$ cat src/rtl/ptp_smb_master.sv
module ptp_smb_master #(
  parameter int DIV_W = 12
) (
  input  logic             clk,
  input  logic             rst_n,
  input  logic [DIV_W-1:0] half_period,
  input  logic             cmd_valid,
  input  logic [2:0]       cmd_op,
  input  logic [7:0]       cmd_wdata,
  input  logic             cmd_nack,
  output logic             busy,
  output logic             done,
  output logic [7:0]       rdata,
  output logic             ack_ok,
  input  logic             alert_clr,
  output logic             alert_irq,
  output logic             bus_clk,
  output logic             bus_dout,
  input  logic             bus_din,
  input  logic             bus_side
);

  localparam logic [2:0] OP_START = 3'd1;
  localparam logic [2:0] OP_STOP  = 3'd2;
  localparam logic [2:0] OP_WRITE = 3'd3;
  localparam logic [2:0] OP_READ  = 3'd4;
  localparam logic [DIV_W-1:0] ONE = DIV_W'(1);

  typedef enum logic [3:0] {
    S_IDLE, S_RS1, S_RS2, S_ST1, S_ST2, S_LO, S_HI, S_SP1, S_SP2, S_SP3
  } st_t;

  st_t             st;
  logic [DIV_W-1:0] cnt;
  logic            scl_q, sda_q, active_q, rd_q, nack_q;
  logic [3:0]      bitn;
  logic [7:0]      sh, rdata_q;
  logic            done_q, ack_q, alert_q, armed_q;

  wire [DIV_W-1:0] reload = (half_period == '0) ? '0 : half_period - ONE;
  wire stall     = active_q && bus_side && !scl_q;
  wire tick      = (st != S_IDLE) && !stall && (cnt == '0);
  wire accept    = cmd_valid && (st == S_IDLE);
  wire alert_set = !active_q && armed_q && bus_side;

  assign busy      = (st != S_IDLE);
  assign done      = done_q;
  assign rdata     = rdata_q;
  assign ack_ok    = ack_q;
  assign alert_irq = alert_q;
  assign bus_clk   = scl_q;
  assign bus_dout  = sda_q;

  always_ff @(posedge clk or negedge rst_n) begin
    if (!rst_n) begin
      st       <= S_IDLE;
      cnt      <= '0;
      scl_q    <= 1'b1;
      sda_q    <= 1'b1;
      active_q <= 1'b0;
      rd_q     <= 1'b0;
      nack_q   <= 1'b0;
      bitn     <= '0;
      sh       <= '0;
      rdata_q  <= '0;
      done_q   <= 1'b0;
      ack_q    <= 1'b0;
    end else begin
      done_q <= 1'b0;
      if (st != S_IDLE && !stall && cnt != '0) cnt <= cnt - ONE;
      if (accept) begin
        cnt <= reload;
        case (cmd_op)
          OP_START: begin
            if (active_q) begin
              sda_q <= 1'b1;
              st    <= S_RS1;
            end else begin
              sda_q    <= 1'b0;
              active_q <= 1'b1;
              st       <= S_ST1;
            end
          end
          OP_WRITE, OP_READ: begin
            if (active_q) begin
              rd_q   <= (cmd_op == OP_READ);
              nack_q <= cmd_nack;
              sh     <= cmd_wdata;
              bitn   <= '0;
              sda_q  <= (cmd_op == OP_READ) ? 1'b1 : cmd_wdata[7];
              st     <= S_LO;
            end else begin
              done_q <= 1'b1;
            end
          end
          OP_STOP: begin
            if (active_q) begin
              sda_q <= 1'b0;
              st    <= S_SP1;
            end else begin
              done_q <= 1'b1;
            end
          end
          default: done_q <= 1'b1;
        endcase
      end else if (tick) begin
        cnt <= reload;
        case (st)
          S_RS1: begin scl_q <= 1'b1; st <= S_RS2; end
          S_RS2: begin sda_q <= 1'b0; st <= S_ST1; end
          S_ST1: begin scl_q <= 1'b0; st <= S_ST2; end
          S_ST2: begin done_q <= 1'b1; st <= S_IDLE; end
          S_LO:  begin scl_q <= 1'b1; st <= S_HI; end
          S_HI: begin
            scl_q <= 1'b0;
            if (bitn == 4'd8) begin
              ack_q  <= rd_q ? !nack_q : !bus_din;
              if (rd_q) rdata_q <= sh;
              done_q <= 1'b1;
              st     <= S_IDLE;
            end else begin
              sh   <= {sh[6:0], bus_din};
              bitn <= bitn + 4'd1;
              if (bitn == 4'd7) sda_q <= rd_q ? nack_q : 1'b1;
              else              sda_q <= rd_q ? 1'b1 : sh[6];
              st <= S_LO;
            end
          end
          S_SP1: begin scl_q <= 1'b1; st <= S_SP2; end
          S_SP2: begin sda_q <= 1'b1; active_q <= 1'b0; st <= S_SP3; end
          S_SP3: begin done_q <= 1'b1; st <= S_IDLE; end
          default: st <= S_IDLE;
        endcase
      end
    end
  end

  always_ff @(posedge clk or negedge rst_n) begin
    if (!rst_n) begin
      alert_q <= 1'b0;
      armed_q <= 1'b0;
    end else begin
      if (active_q)       armed_q <= 1'b0;
      else if (!bus_side) armed_q <= 1'b1;
      else if (alert_set) armed_q <= 1'b0;
      if (alert_set)      alert_q <= 1'b1;
      else if (alert_clr) alert_q <= 1'b0;
    end
  end


  stretch_hold_chk: assert property (@(posedge clk) disable iff (!rst_n)
    (active_q && bus_side && !scl_q) |=> !scl_q);


  dout_stable_chk: assert property (@(posedge clk) disable iff (!rst_n)
    (st == S_HI && $past(st == S_HI)) |-> $stable(sda_q));


  idle_lines_chk: assert property (@(posedge clk) disable iff (!rst_n)
    (st == S_IDLE && !active_q) |-> (scl_q && sda_q));


  done_idle_chk: assert property (@(posedge clk) disable iff (!rst_n)
    done_q |-> !busy);


  alert_idle_chk: assert property (@(posedge clk) disable iff (!rst_n)
    $rose(alert_q) |-> !$past(active_q));


  alert_clear_chk: assert property (@(posedge clk) disable iff (!rst_n)
    ($past(alert_clr) && !$past(alert_set)) |-> !alert_q);

endmodule

$ cat config.mk
export PLATFORM = sky130hd
export DESIGN_NAME = ptp_smb_master
export DESIGN_NICKNAME = d
export VERILOG_FILES = /design/src/rtl/ptp_smb_master.sv
export SDC_FILE = /design/constraint.sdc
export NUM_CORES = 1
export LEC_CHECK = 0
export BUFFER_PORTS_ARGS = -buffer_cell sky130_fd_sc_hd__buf_2
export CAP_MARGIN = 20
export CORE_ASPECT_RATIO = 0.75
export CORE_MARGIN = 2
export CORE_UTILIZATION = 57
export DETAILED_ROUTE_END_ITERATION = 12
export PLACE_DENSITY_LB_ADDON = 0.2
export RECOVER_POWER = 25
export SYNTH_ARGS = -nofsm -noshare
export SYNTH_HDL_FRONTEND = slang
export SYNTH_SLANG_ARGS = --single-unit
$ cat constraint.sdc
create_clock -name clk -period 2.7 [get_ports clk]
set_input_delay 0.27 -clock clk [delete_from_list [all_inputs] [get_ports clk]]
set_output_delay 0.27 -clock clk [all_outputs]
set_load 0.01 [all_outputs]
==> results.md, run 1 <==
- Status: completed
- Clock skew: 0.00284 ns
- Peak supply drop: 570 uV
- #FFs+latches synth: 45
- CP required: a little under 3 ns
- H-tree depth: 2
- CTS Root Cell: clkbuf_8
- CTS max path bufs: 2
- Worst R2R End: rdata[2]
- Critical Path Start Type: flip-flop
- Worst-path maximum fanout: 8
- Reg2reg path depth: 5
- Clock transition at the registers of the reported paths: approximately 0.09 ns
- Via count: 2516
- Slew of the pin with the lowest slew margin: 0.854 ns
- Post-synth top area cell: dfrtp_1
- Wire per inst: 15.8 um
- Crit path capture type: flip-flop
- DR iter-0 viols: 225
- Library cells used by synthesis: 58
- # diodes: 0
- GRT overflow: 0
- Simple-gate share of the synthesized area: 0.250
- Synth Area in Compound Gates: 0.164
- Combinational family with the most area after synthesis: simple AND/OR/NAND/NOR gates
- Post-synthesis mux area share: 0.0729
- Post-Synth XOR/XNOR Area: 0.0351
- Number of global-route vias before repair: roughly 2400
- Starting Density: 0.604
- Syn Inst Count: 306
- Setup TNS: 0 ns
- Initial DRT Pass Iterations: 5
- # resized after CTS: 0
- Max cap viols: 0
- Layout cells sized above 1: 0.233
- Core area: 4550 um2
- Boundary Pins: 44
- Die area: 5400 um2
- Min cycle time layout: 2.24 ns
- End point of the worst hold path: armed_q
- Tcrit/Tclk final: 0.830
- Largest net degree at the start of global routing: 46
- Fin area: 3170 um2
- Row count: 21
- Crit path arrival time: around 2.4 ns
- TritonCTS Sinks: 45
- First-pass GRT wire length: 11.3 mm
- RSZ-0062 raised after global routing: false
- Synthesis Warnings: 0
- Worst path slowest cell: dfrtp_1
- Worst rel slew slack: 0.431
- Crit path kind: flip-flop to flip-flop
- Synth Area in Adders: 0.0273
- Final setup fails: 0
- CTS tree: yes
- Die Y: 64.1 um
- Worst R2R Setup Slack: 0.46 ns
- HP Start: bus_side
- Final Hold Vio Count: 0
- Crit-path cells: nor4_2, nand4_1, nor2_2, nand4_2, mux2_1
- RD Place Congestion: 0.878
- Primary FF master, synth: dfrtp_1
- Placed cell area: 3060 um2
- DP Wirelength: 4.72 mm
- Top post-synthesis cells by count: dfrtp_1, nand2_1, nor2_1
- Hold depth: 2
- Area delta synth->final: 15.2%
- Synth area leaders: dfrtp_1, nand2_1, mux2_2, nor2_1, xor2_1
- Top cell type's share of synthesized area: 0.392
- Cell with the most instances after synthesis: dfrtp_1
- Syn Nets: 342
- DRC: 0
- Worst r2r src: cnt[2]
- Min-delay worst type: input pin to flip-flop
- Antenna violations before repair: 0
- Register area share after synthesis: 0.411
- Routed wire length: between 6 and 7 mm
- Max Clock Freq: 446 MHz
- Synth Cell Area: 2750 um2
- Post-DRT Antenna Nets: 0
- DR vias/cell: approximately 6.1
- Largest stage delay, worst path: 0.45 ns
- Power per Cell Area: ~900 nW/um2
- Layout Nets: a little under 400
- Clock latency on the worst-skew pair: about 0.3 ns
- Final Max Tran Viols: 0
- CTS Buf Count: 5
- Chip width: 84.2 um
- Syn avg cell area: 8.98 um2
- Leakage power: roughly 1.5 nW
- Post-synth EDFFs: 0
- FFs w/ async S/R, synth: 1.00
- All-Layer GR Usage: 0.264
- # port buffers: 43
[registers in the layout, indices dropped and copies added (netlist names)]
register / cells
ack_ok: 1
rdata: 8
bus_dout: 1
nack_q: 1
sh: 8
cnt: 12
st: 4
active_q: 1
bitn: 4
alert_irq: 1
armed_q: 1
done: 1
bus_clk: 1
rd_q: 1
[cells by family (layout without fill, tap and decap cells)]
family,after synthesis,count (layout)
multiplexers,18,18
AO/OA/AOI/OAI,68,68
XOR/XNOR,11,11
AND/OR/NAND/NOR,130,130
adder cells (fa/ha/maj),6,6
buffers and inverters,28,78
flip-flops,45,45
[worst max-delay path by stage]
stage,slack [ns],startpoint,cells after the start,end
2_1_floorplan,0.58,st[0],7,cnt[8]
3_3_place_gp,0.58,cnt[0],7,rdata[2]
3_5_place_dp,0.49,cnt[5],5,rdata[2]
4_1_cts,0.48,cnt[5],5,rdata[2]
5_1_grt,0.24,cnt[2],5,rdata[2]
6_report,0.46,cnt[2],5,rdata[2]
[final cells by class]
cell class	count	area (um2)
multi-input cells	233	1510
fillers	359	1380
well taps	57	71.3
repair buffers	55	300
inverters	15	56.3
clock buffers	6	82.6
flip-flops and latches	45	1130
clock inverters	2	17.5
[metrics by stage]
step	std cells	hold slack [ns]	power, mW	utilization	worst slack (ns)
2_1_floorplan	306	-0.0256	1.97	-	0.579
3_3_place_gp	403	0.455	2.32	0.672	0.582
3_5_place_dp	403	0.458	2.36	0.672	0.493
4_1_cts	411	0.138	2.83	0.694	0.481
5_1_grt	413	0.144	3.06	0.696	0.238
6_report	413	0.140	2.83	0.696	0.458
[critical path: cells and delay by family (launching register included)]
family | cells | cell delay [ns]
DFF | 1 | 0.45
and+or+nand+nor | 4 | 1.29
muxes | 1 | 0.39
[routing by layer]
| metal | share of wire | track usage | up-vias | routed length [um] |
|---|---|---|---|---|
| met2 | 0.44 | 0.384 | 105 | 2850 |
| met4 | 0.013 | 0.0806 | 0 | 83 |
| met1 | 0.47 | 0.393 | 1186 | 3090 |
| met3 | 0.075 | 0.0594 | 11 | 490 |
| li1 | - | - | 1214 | - |
| met5 | 0 | 0 | - | 0 |
[layout by cell type, fill, tap and decap left out, types with 2 or more instances in the layout]
master     count
clkbuf_8       6
a21o_1         3
or4_1          6
o211ai_1       4
dfstp_2        2
mux2_2        11
ha_1           6
buf_2         42
mux2i_1        5
a21oi_1       10
nor2_1        24
o221ai_1       3
buf_4          9
xnor2_1        2
nor4_1         3
nor2b_1        2
o2bb2ai_1      2
a31oi_1       11
nand2_1       41
dfrtp_1       43
clkbuf_1       2
o31ai_1        2
xor2_1         9
o21ai_0       14
inv_1         14
o22ai_1        7
nand3_1        9
nand4_1        3
nand3b_1       3
or3_1          2
nor3b_1        6
nand2b_1       5
nor3_1        13
o21bai_1       2
[report_power, final]
group	total [mW]	internal (mW)	switching, mW
logic	1.22	0.510	0.711
registers	1.16	0.901	0.256
clock network	0.456	0.213	0.244
total	2.83	1.62	1.21
[timing repair]
action                    in CTS  in global routing
hold buffers                   0                  1
hold endpoints to repair       0                  8
buffers inserted               0                  0
(Power assumes the default switching activity.)
==> inputs of run 2 (changes only) <==
clock period = 2.25 ns   (was 2.7 ns; I/O delays follow)
==> run 2 against run 1 <==
Effect of this change:
- via count increased by 0.52%
- first-iteration DRC count decreased by 20%
- core utilization increased by 2.0 points
- combinational power increased by 34%
- critical path type unchanged
==> results.md, run 2 (synthesized netlist as in run 1, its figures left out) <==
- Layout cells sized above 1: 0.246
- Crit path capture type: flip-flop
- Min cycle time layout: 2.13 ns
- Final Max Tran Viols: 0
- Clock skew: around 0.0066 ns
- Status: completed
- Die Y: 64.1 um
- Crit path arrival time: 2.32 ns
- # port buffers: 43
- Slew of the pin with the lowest slew margin: 1.38 ns
- Setup TNS: 0 ns
- Hold depth: 2
- Worst r2r src: cnt[0]
- DR vias/cell: 5.98
- # diodes: 0
- Routed wire length: 6.61 mm
- DR iter-0 viols: about 180
- Worst path slowest cell: dfrtp_1
- Sequential cell area: ~1100 um2
- RD Place Congestion: 0.894
- Sw Ratio: 0.409
- DP Wirelength: 4.86 mm
- CTS tree: yes
- Clock transition at the registers of the reported paths: 0.08 ns
- Placed cell area: around 3100 um2
- Largest stage delay, worst path: 0.43 ns
- Biggest register: cnt
- Leakage power: 1.49 nW
- Row count: 21
- RSZ-0062 raised after global routing: false
- Initial DRT Pass Iterations: 4
- Hold_ws: 0.0886 ns
- Peak supply drop: 778 uV
- First-pass GRT wire length: 11.2 mm
- Area delta synth->final: 18.5%
- Total Power: 3.57 mW
- Boundary Pins: 44
- Max cap viols: 0
- Min-delay worst type: input pin to flip-flop
- Area of the multi-input gates: 1520 um2
- Layout Nets: about 400
- Comb pwr share: 0.457
- Max Clock Freq: 470 MHz
- Largest net degree at the start of global routing: 27
- Starting Density: 0.604
- Final setup fails: 0
- Clock share of power: 0.172
- Most common cell after layout, fill and taps aside: dfrtp_1
- CP required: 2.44 ns
- Antenna violations before repair: 0
- CTS Root Cell: clkbuf_8
- Crit-path cells: inv_1, ha_1, nor3b_1, nand4_1, o21ai_1, o21ai_0, a211o_1
- Reg2reg path depth: 7
- DRC: 0
- Number of global-route vias before repair: 2382
- Worst-path maximum fanout: 6
- Core area: 4550 um2
- Critical Path Start Type: flip-flop
- CTS max path bufs: 2
- H-tree depth: 2
- TritonCTS Sinks: 45
- Max reg flops: 12
- HP Start: bus_side
- Via count: 2529
- Die area: 5400 um2
- CTS Buf Count: 5
- Wire per inst: 15.6 um
- All-Layer GR Usage: 0.260
- Pint: about 2.1 mW
- Most frequent cells in the layout: dfrtp_1, buf_2, nand2_1
- Chip width: about 84 um
- Fin area: between 3000 and 4000 um2
- GRT overflow: 0
- Fill cells: 348
- Final Hold Vio Count: 0
- Clock latency on the worst-skew pair: 0.31 ns
- Crit path kind: flip-flop to flip-flop
- Worst rel slew slack: 0.0818
- Sequential fraction of design power: 0.371
- Post-CTS Setup Inserts: 0
- Switching power: 1.46 mW
- Origin of the worst setup path: cnt[0]
- Tcrit/Tclk final: 0.945
- Post-DRT Antenna Nets: 0
- Power per Cell Area: 1100 nW/um2
## run 2: through the flow
stage / setup slack (ns) / std cells / utilization
final: 0.124 / 423 / 0.716
after floorplan: 0.129 / 306 / -
after detailed placement: 0.0771 / 414 / 0.690
after CTS: 0.0765 / 423 / 0.717
after global routing: 0.00239 / 423 / 0.716
after global placement: 0.189 / 414 / 0.690
## run 2: worst paths after layout
check                      endpoint  slack (ns)
setup / recovery             cnt[3]        0.12
hold / removal              armed_q        0.09
setup reg to reg             cnt[3]        0.12
hold reg to reg            bus_dout        0.48
max in group asynchronous    cnt[7]        0.58
min in group asynchronous    cnt[2]        0.73
## run 2: power groups by stage
stage	combinational [mW]	clock, mW	sequential (mW)
2_1_floorplan	1.10	0	1.27
3_3_place_gp	1.57	0	1.32
3_5_place_dp	1.59	0	1.33
4_1_cts	1.61	0.620	1.32
5_1_grt	1.81	0.652	1.36
6_report	1.63	0.615	1.33
## run 2: cell type report
class                           count  area share
Sequential cell                    45       0.347
Timing Repair Buffer               65       0.114
Clock inverter                      2      0.0119
Clock buffer                        6      0.0223
Inverter                           15      0.0173
Tap cell                           57      0.0219
Multi-Input combinational cell    233       0.466
## run 2: what timing repair did
action | 4_1_cts | 5_1_grt
endpoints found under the hold margin | 43 | 0
setup endpoints to repair | 0 | 8
hold buffers | 1 | 0
gates resized for setup | 0 | 1
## run 2: metal layers
layer  up-vias  track usage  wire, um
li1       1222            -         -
met1      1198        0.393      3170
met2       100        0.392      2970
met3         9       0.0452       394
met4         0       0.0585        67
met5         -            0         0
## run 2: critical path, delay by kind of cell (launching register included)
kind	cells	cell delay (ns)
DFF	1	0.43
AOI/OAI and AO/OA	3	0.89
and+or+nand+nor	2	0.46
buffers and inverters	1	0.10
adders and majority gates	1	0.14
